File: src/rtl/phyreg_pkg.sv
package phyreg_pkg;
  localparam int DW       = 8;
  localparam int AW       = 4;
  localparam int GAP_W    = 6;
  localparam int NUM_IRQ  = 2;
  localparam int NUM_ENH  = 2;
  localparam int IRQ_LSB  = 4;
  localparam int RHB_BIT  = 7;
  localparam int LREQ_BIT = 6;
  localparam int SREQ_BIT = 6;
  localparam logic [AW-1:0] ADDR_CORE = 4'd1;
  localparam logic [AW-1:0] ADDR_EXT  = 4'd5;
  typedef logic [DW-1:0] byte_t;
endpackage

File: src/rtl/phyreg_core.sv
module phyreg_core
  import phyreg_pkg::*;
#(
  parameter logic [GAP_W-1:0] GAP_DEFAULT = 6'h3F,
  parameter int               REVERTS     = 2
) (
  input  logic             clk,
  input  logic             rst_n,
  input  logic             wr_en,
  input  byte_t            wdata,
  input  logic             reset_done,
  output logic [GAP_W-1:0] gap_q,
  output logic             rhb_q,
  output logic             long_req_q
);
  localparam int CNT_W = $clog2(REVERTS + 1);
  localparam logic [CNT_W-1:0] LAST = CNT_W'(REVERTS - 1);

  logic [CNT_W-1:0] cnt_q, cnt_nx;
  logic [GAP_W-1:0] gap_nx;
  logic             rhb_nx, req_nx;

  always_comb begin
    gap_nx = gap_q;
    rhb_nx = rhb_q;
    cnt_nx = cnt_q;
    req_nx = 1'b0;
    if (wr_en) begin
      rhb_nx = wdata[RHB_BIT];
      gap_nx = wdata[GAP_W-1:0];
      req_nx = wdata[LREQ_BIT];
      cnt_nx = '0;
    end else if (reset_done) begin
      if (cnt_q == LAST) begin
        gap_nx = GAP_DEFAULT;
        cnt_nx = '0;
      end else begin
        cnt_nx = cnt_q + 1'b1;
      end
    end
  end

  always_ff @(posedge clk or negedge rst_n) begin
    if (!rst_n) begin
      gap_q      <= GAP_DEFAULT;
      rhb_q      <= 1'b0;
      cnt_q      <= '0;
      long_req_q <= 1'b0;
    end else begin
      gap_q      <= gap_nx;
      rhb_q      <= rhb_nx;
      cnt_q      <= cnt_nx;
      long_req_q <= req_nx;
    end
  end

  // a write always restarts the completed-reset count
  a_r8_write_restarts: assert property (@(posedge clk) disable iff (!rst_n)
    wr_en |=> (cnt_q == '0));
  // the count never passes the revert threshold
  a_r7_count_bounded: assert property (@(posedge clk) disable iff (!rst_n)
    cnt_q <= LAST);
  // a completion at the threshold lands on the default gap count
  a_r7_revert: assert property (@(posedge clk) disable iff (!rst_n)
    (reset_done && !wr_en && cnt_q == LAST) |=> (gap_q == GAP_DEFAULT));
endmodule

File: src/rtl/phyreg_ext.sv
module phyreg_ext
  import phyreg_pkg::*;
(
  input  logic               clk,
  input  logic               rst_n,
  input  logic               wr_en,
  input  logic [NUM_IRQ-1:0] clr_bits,
  input  logic [NUM_ENH-1:0] enh_bits,
  input  logic               sreq_bit,
  input  logic [NUM_IRQ-1:0] hw_evt,
  output logic [NUM_IRQ-1:0] irq_q,
  output logic [NUM_ENH-1:0] enh_q,
  output logic               short_req_q
);
  logic [NUM_IRQ-1:0] irq_nx;
  logic [NUM_ENH-1:0] enh_nx;
  logic               sreq_nx;

  for (genvar i = 0; i < NUM_IRQ; i++) begin : g_irq
    always_comb irq_nx[i] = (irq_q[i] & ~(wr_en & clr_bits[i])) | hw_evt[i];

    // a set flag stays set unless a clearing write arrives
    a_r6_sticky: assert property (@(posedge clk) disable iff (!rst_n)
      (irq_q[i] && !(wr_en && clr_bits[i])) |=> irq_q[i]);
    // an event always leaves the flag set
    a_r6_set_wins: assert property (@(posedge clk) disable iff (!rst_n)
      hw_evt[i] |=> irq_q[i]);
  end

  always_comb begin
    enh_nx  = wr_en ? enh_bits : enh_q;
    sreq_nx = wr_en & sreq_bit;
  end

  always_ff @(posedge clk or negedge rst_n) begin
    if (!rst_n) begin
      irq_q       <= '0;
      enh_q       <= '0;
      short_req_q <= 1'b0;
    end else begin
      irq_q       <= irq_nx;
      enh_q       <= enh_nx;
      short_req_q <= sreq_nx;
    end
  end
endmodule

File: src/rtl/phyreg_bank.sv
module phyreg_bank
  import phyreg_pkg::*;
#(
  parameter logic [GAP_W-1:0] GAP_DEFAULT = 6'h3F,
  parameter int               REVERTS     = 2
) (
  input  logic               clk,
  input  logic               rst_n,
  input  logic               wr_en,
  input  logic               rd_en,
  input  logic [AW-1:0]      addr,
  input  logic [DW-1:0]      wr_data,
  output logic [DW-1:0]      rd_data,
  input  logic               reset_done,
  input  logic [NUM_IRQ-1:0] hw_evt,
  output logic               long_rst_req,
  output logic               short_rst_req,
  output logic [GAP_W-1:0]   gap_count,
  output logic               root_holdoff,
  output logic [NUM_ENH-1:0] enh_en
);
  logic [1:0]         rst_pipe;
  logic               rst_i;
  logic               wr_core, wr_ext;
  logic [NUM_IRQ-1:0] irq;
  byte_t              img_core, img_ext, rd_nx, rd_q;

  always_ff @(posedge clk or negedge rst_n) begin
    if (!rst_n) rst_pipe <= 2'b00;
    else        rst_pipe <= {rst_pipe[0], 1'b1};
  end
  assign rst_i = rst_pipe[1];

  always_comb begin
    wr_core = wr_en && (addr == ADDR_CORE);
    wr_ext  = wr_en && (addr == ADDR_EXT);
  end

  phyreg_core #(.GAP_DEFAULT(GAP_DEFAULT), .REVERTS(REVERTS)) u_core (
    .clk        (clk),
    .rst_n      (rst_i),
    .wr_en      (wr_core),
    .wdata      (wr_data),
    .reset_done (reset_done),
    .gap_q      (gap_count),
    .rhb_q      (root_holdoff),
    .long_req_q (long_rst_req)
  );

  phyreg_ext u_ext (
    .clk         (clk),
    .rst_n       (rst_i),
    .wr_en       (wr_ext),
    .clr_bits    (wr_data[IRQ_LSB +: NUM_IRQ]),
    .enh_bits    (wr_data[NUM_ENH-1:0]),
    .sreq_bit    (wr_data[SREQ_BIT]),
    .hw_evt      (hw_evt),
    .irq_q       (irq),
    .enh_q       (enh_en),
    .short_req_q (short_rst_req)
  );

  always_comb begin
    img_core                   = '0;
    img_core[RHB_BIT]          = root_holdoff;
    img_core[GAP_W-1:0]        = gap_count;
    img_ext                    = '0;
    img_ext[IRQ_LSB +: NUM_IRQ] = irq;
    img_ext[NUM_ENH-1:0]       = enh_en;
    rd_nx = rd_q;
    if (rd_en) begin
      if (addr == ADDR_CORE)     rd_nx = img_core;
      else if (addr == ADDR_EXT) rd_nx = img_ext;
      else                       rd_nx = '0;
    end
  end

  always_ff @(posedge clk or negedge rst_i) begin
    if (!rst_i) rd_q <= '0;
    else        rd_q <= rd_nx;
  end
  assign rd_data = rd_q;

  // a long request only follows an address-1 write with the request bit
  a_r3_long_source: assert property (@(posedge clk) disable iff (!rst_i)
    long_rst_req |-> $past(wr_core && wr_data[LREQ_BIT]));
  // a short request only follows an address-5 write with the request bit
  a_r4_short_source: assert property (@(posedge clk) disable iff (!rst_i)
    short_rst_req |-> $past(wr_ext && wr_data[SREQ_BIT]));
  // the two requests never coincide
  a_r4_exclusive: assert property (@(posedge clk) disable iff (!rst_i)
    !(long_rst_req && short_rst_req));
  // an address-5 write keeps gap count and root hold-off
  a_r5_ext_keeps_core: assert property (@(posedge clk) disable iff (!rst_i)
    (wr_ext && !reset_done) |=> ($stable(gap_count) && $stable(root_holdoff)));
  // read data only moves after a read strobe
  a_r9_hold: assert property (@(posedge clk) disable iff (!rst_i)
    !rd_en |=> $stable(rd_data));
endmodule

File: config.mk
export PLATFORM = sky130hd
export DESIGN_NAME = phyreg_bank
export DESIGN_NICKNAME = d
export VERILOG_FILES = /design/src/rtl/phyreg_pkg.sv /design/src/rtl/phyreg_core.sv /design/src/rtl/phyreg_ext.sv /design/src/rtl/phyreg_bank.sv
export SDC_FILE = /design/constraint.sdc
export NUM_CORES = 1
export LEC_CHECK = 0
export BUFFER_PORTS_ARGS = -buffer_cell sky130_fd_sc_hd__buf_2
export CORE_MARGIN = 2
export CORE_UTILIZATION = 51
export CTS_CLUSTER_DIAMETER = 40
export DETAILED_ROUTE_END_ITERATION = 16
export GPL_ROUTABILITY_DRIVEN = 0
export PLACE_DENSITY = 0.81
export SETUP_SLACK_MARGIN = 0.2
export SLEW_MARGIN = 5
export SYNTH_ARGS = -nofsm -noshare
export SYNTH_HDL_FRONTEND = slang
export SYNTH_SLANG_ARGS = --single-unit
File: constraint.sdc
create_clock -name clk -period 2.61 [get_ports clk]
set_clock_uncertainty 0.2 [all_clocks]
set_input_delay 0.3915 -clock clk [delete_from_list [all_inputs] [get_ports clk]]
set_output_delay 0.3915 -clock clk [all_outputs]
set_load 0.02 [all_outputs]
Yosys cells after proc, flatten, opt, wreduce, memory -nomap -nowiden. Cells that the tools add are included.

Word-level logic and storage cells: 36. Output and inout bits: 19. Bits of input ports: 19. Bits in registers: 25.

Reductions and logical operators: 5. Eq/ne operators: 3. Bitwise operators: 9. Add/subtract/negate cells: 1. Mux-type cells: 9.

Operator list (count): two-way mux 6 bit (4); two-way mux 8 bit (1); two-way mux 2 bit (3); AND 1 bit (5); == test 4 x 1 -> 1 bit, second input constant (1); == test 4 x 3 -> 1 bit, second input constant (1); nonzero test 2 bit (2); adder 2 x 1 -> 2 bit, second input constant (1); == test 2 x 1 -> 1 bit, second input constant (1); logical AND 1 bit (2); NOT 1 bit (2); bitwise OR 1 bit (2); AND reduction 2 bit (1); two-way mux 1 bit (1).

Logic depth before layout (Yosys ltp).
Depth after elaboration: 6. Gate-level depth with buffers: 4. Depth with buffers taken out: 3.

Cells and area by module. Synthesis repeated with hierarchy kept, for this count alone.

Cell total of the unflattened synthesis: 84. Area, all modules: 1062.3 sq um.

By module, submodules not included: phyreg_bank (instances 1, cells each 42, sequential area each 225.2 sq um, area each 475.5 sq um); phyreg_core (instances 1, cells each 30, sequential area each 257.7 sq um, area each 409.1 sq um); phyreg_ext (instances 1, cells each 12, sequential area each 125.1 sq um, area each 177.7 sq um).

Worst setup path before layout. OpenSTA, ideal clock, no wires.

Path type: input to register. Start point: input port addr[1]. End point: register u_core.rhb_q. Setup slack: 1.050 ns. Stages on the path: 4. Arrival: 1.234 ns. Setup time: 0.125 ns. Buffers on the path: 1. Data required time: 2.285 ns. Path through: and4bb_1 nor2b_4 buf_6 mux2_4.

Cells in the longest elaborated chain, start to end: 2.

Ends and longest elaborated chain: start, declared (line phyreg_bank.sv:11) `input logic [AW-1:0] addr,`; == test 4 x 1 -> 1 bit (line phyreg_bank.sv:35) `wr_core = wr_en && (addr == ADDR_CORE);`; logical AND 1 bit (line phyreg_bank.sv:35); end signal, assigned (line phyreg_core.sv:51) `rhb_q <= rhb_nx;`; end, declared (line phyreg_core.sv:13) `output logic rhb_q,`.

No other way between the ends. A chain may end at the register's enable or synchronous reset.

Worst setup path after layout.
Start point: register u_core.gap_q[3]. End point: output port gap_count[3].

RTL lines: start, declared (line phyreg_core.sv:12) `output logic [GAP_W-1:0] gap_q,`; start signal, assigned (line phyreg_core.sv:50) `gap_q <= gap_nx;`; end, declared (line phyreg_bank.sv:18) `output logic [GAP_W-1:0] gap_count,`.

No word-level cell between the ends.

==> metrics.txt <==
max cap viols 0; vias per cell 4.79; worst setup path end gap_count[3]; layout net count 146; Area Overhead vs Synth 21.0%; Worst R2R End u_core.gap_q[0]$_DFFE_PN1P_; Sink Count 24; main area contributors after synthesis dfrtp_1, dfstp_2, mux2_4, mux2_2, nand2b_1; reg2reg path depth 3; I/O Pins 38; #FFs+latches synth 24; final core occ 65.8%; I/O Buffers 36; Startpoint Class flop; number of buffers and inverters on the critical path 1; Clk pin slew, worst setup/hold paths 0.12 ns; per-cell routed wire length 12.4 um; pre-CTS setup slack 0.770 ns; r2r startpoint u_core.cnt_q[0]$_DFFE_PN0P_; Die Span X 50.0 um; Worst EP arrival 1.03 ns; worst-path fanout max 3; Num CTS Buffers 3; Final Hold Viols 0; Post-CTS Resized 0; area share of the largest cell type after synthesis 41.8%; Syn Area/Cell 12.1 um2; fin. max-slew vios 0; Crit Path Category reg2out; ys async rst share 100%; # Post-CTS Setup Buffers 0; worst reg2reg setup slack 1.33 ns; post-synthesis sequential area ratio 56.4%; Initial Util 54.4%; vias in the first global route 782; DP HPWL 1.47 mm; status completed; Die Y 50.0 um; CP Depth 1; die area 0.00250 mm2; Via Count 733; Max VDD drop 382 uV; count of final setup violators 0; Leak 0.000628 uW; DRC Markers 0; number of diodes 0; cell family with most CP delay flip-flops; antenna violations before repair 0; violation count after the first detailed-route iteration 4; Final WS setup 0.989 ns; number of synthesized flops with an enable pin 0; crit end category output port; Commonest cells post-synth dfrtp_1, inv_1, mux2_4, nand2b_1; P per Cell Area 609 mW/mm2; Netlist cell types 23; worst hold path type in2reg; row count 16; Skew-Pair Late Insertion Delay 0.30 ns; layout cells sized above 1 50.0%; crit path max-delay cell type dfstp_2; Core Area 0.00198 mm2; Longest Clk Path Bufs 2; cell chain of the critical path buf_2; Post-synth top flop dfrtp_1; pin count of the biggest net entering global routing 23; Post-CTS Hold Buffers 1; drt first pass iters 4; first-pass GRT wire length 3.43 mm; Worst Setup SP u_core.gap_q[3]$_DFFE_PN1P_; Critical Path RT 2.02 ns; gr usage total 18.0%; Worst slew margin 45.0%; crit share post-route 62.1%; Slew @ Worst Pin 0.825 ns; Mapped Area 0.00108 mm2; RSZ-0062 raised after global routing false; Post-DRT Antenna Nets 0; post-synthesis net count 108; most numerous cell in the Yosys netlist dfrtp_1; Crit path largest cell delay 0.57 ns; CTS H-tree lvls 1; Routed WL 1.89 mm; Warnings, synthesis 0; Final Power 794 uW; Yosys top cell by area dfrtp_1; root buffer cell clkbuf_4; CTS tree done; grt ovf 0; Fmax 0.617 GHz; setup_tns 0 ns; synthesized instance count 89; minimum clock period after layout 1.62 ns
power breakdown:
part / switching, uW / internal, uW / total [uW] / leakage, uW
registers: 32.2 / 414 / 447 / 0.000290
clock network: 101 / 85.1 / 186 / 0.0000210
logic: 85.1 / 76.5 / 162 / 0.000317
total: 218 / 576 / 794 / 0.000628
area by class of cell:
cell class | count | area (um2)
sequential | 24 | 608
multi-input combinational | 52 | 402
fill | 166 | 678
tap | 27 | 33.8
timing repair buffer | 37 | 190
clock buffer | 4 | 36.3
inverter | 9 | 33.8
cell usage in the layout (no fill, tap or decap):
cell type / netlist / routed
buf_2: 0 / 36
nand2b_1: 7 / 7
and2_2: 2 / 2
nor3b_1: 1 / 1
nand3b_1: 1 / 1
and3_2: 1 / 1
clkbuf_8: 0 / 1
xnor2_1: 1 / 1
o22ai_1: 3 / 3
mux2_4: 7 / 7
conb_1: 2 / 2
inv_1: 9 / 9
and4bb_1: 1 / 1
dlygate4sd3_1: 0 / 1
clkbuf_4: 0 / 3
nand2_1: 5 / 5
nand3_1: 4 / 4
nor2b_4: 1 / 1
o21ai_0: 4 / 4
mux2_2: 6 / 6
dfstp_2: 6 / 6
dfrtp_1: 18 / 18
a31oi_1: 2 / 2
nor2_1: 4 / 4
worst min path at each step:
stage	from	to	slack, ns	cells past startpoint
6_report	wr_data[5]	u_ext.irq_q[1]$_DFF_PN0_	0.07	2
5_1_grt	wr_data[5]	u_ext.irq_q[1]$_DFF_PN0_	0.06	2
4_1_cts	wr_data[5]	u_ext.irq_q[1]$_DFF_PN0_	0.06	2
3_5_place_dp	rst_n	rst_pipe[0]$_DFF_PN0_	-0.02	1
3_3_place_gp	rst_n	rst_pipe[1]$_DFF_PN0_	-0.02	1
2_1_floorplan	rst_n	rst_pipe[0]$_DFF_PN0_	-0.10	0
cells by family after synthesis:
family                 count (synthesis)  synth area share, %
AND/OR/NAND/NOR                       27                 15.0
other                                  2                0.697
flip-flops                            24                 56.4
multiplexers                          13                 16.0
XOR/XNOR                               1                0.813
AO/OA/AOI/OAI                          9                 4.76
buffers and inverters                 13                 6.27
per-stage QoR:
stage	hold slack, ns	std cells	cell area, um2
CTS	0.0633	153	1300
floorplan	-0.104	89	1080
detailed placement	-0.0225	148	1260
global route	0.0649	153	1300
finish	0.0694	153	1300
global placement	-0.0237	148	1260
registers in the layout, indices dropped and copies added (netlist names), 2 cells and up:
name,count
rd_data,7
u_core.gap_q,6
rst_pipe,2
u_core.cnt_q,2
u_ext.enh_q,2
u_ext.irq_q,2
worst reg2reg max path, stage by stage (launching register included):
cell	delay, ns
dfrtp_1	0.43
nand3b_1	0.22
nand2b_1	0.10
mux2_4	0.27
routing by layer:
| metal | track usage, % | up-vias | wire length, um |
|---|---|---|---|
| met1 | 21.7 | 345 | 803 |
| met3 | 2.73 | 2 | 67 |
| met2 | 32.2 | 23 | 1010 |
| li1 | - | 363 | - |
| met5 | 0 | - | 0 |
| met4 | 6.94 | 0 | 12 |
Power figures use the tool's default switching activity.
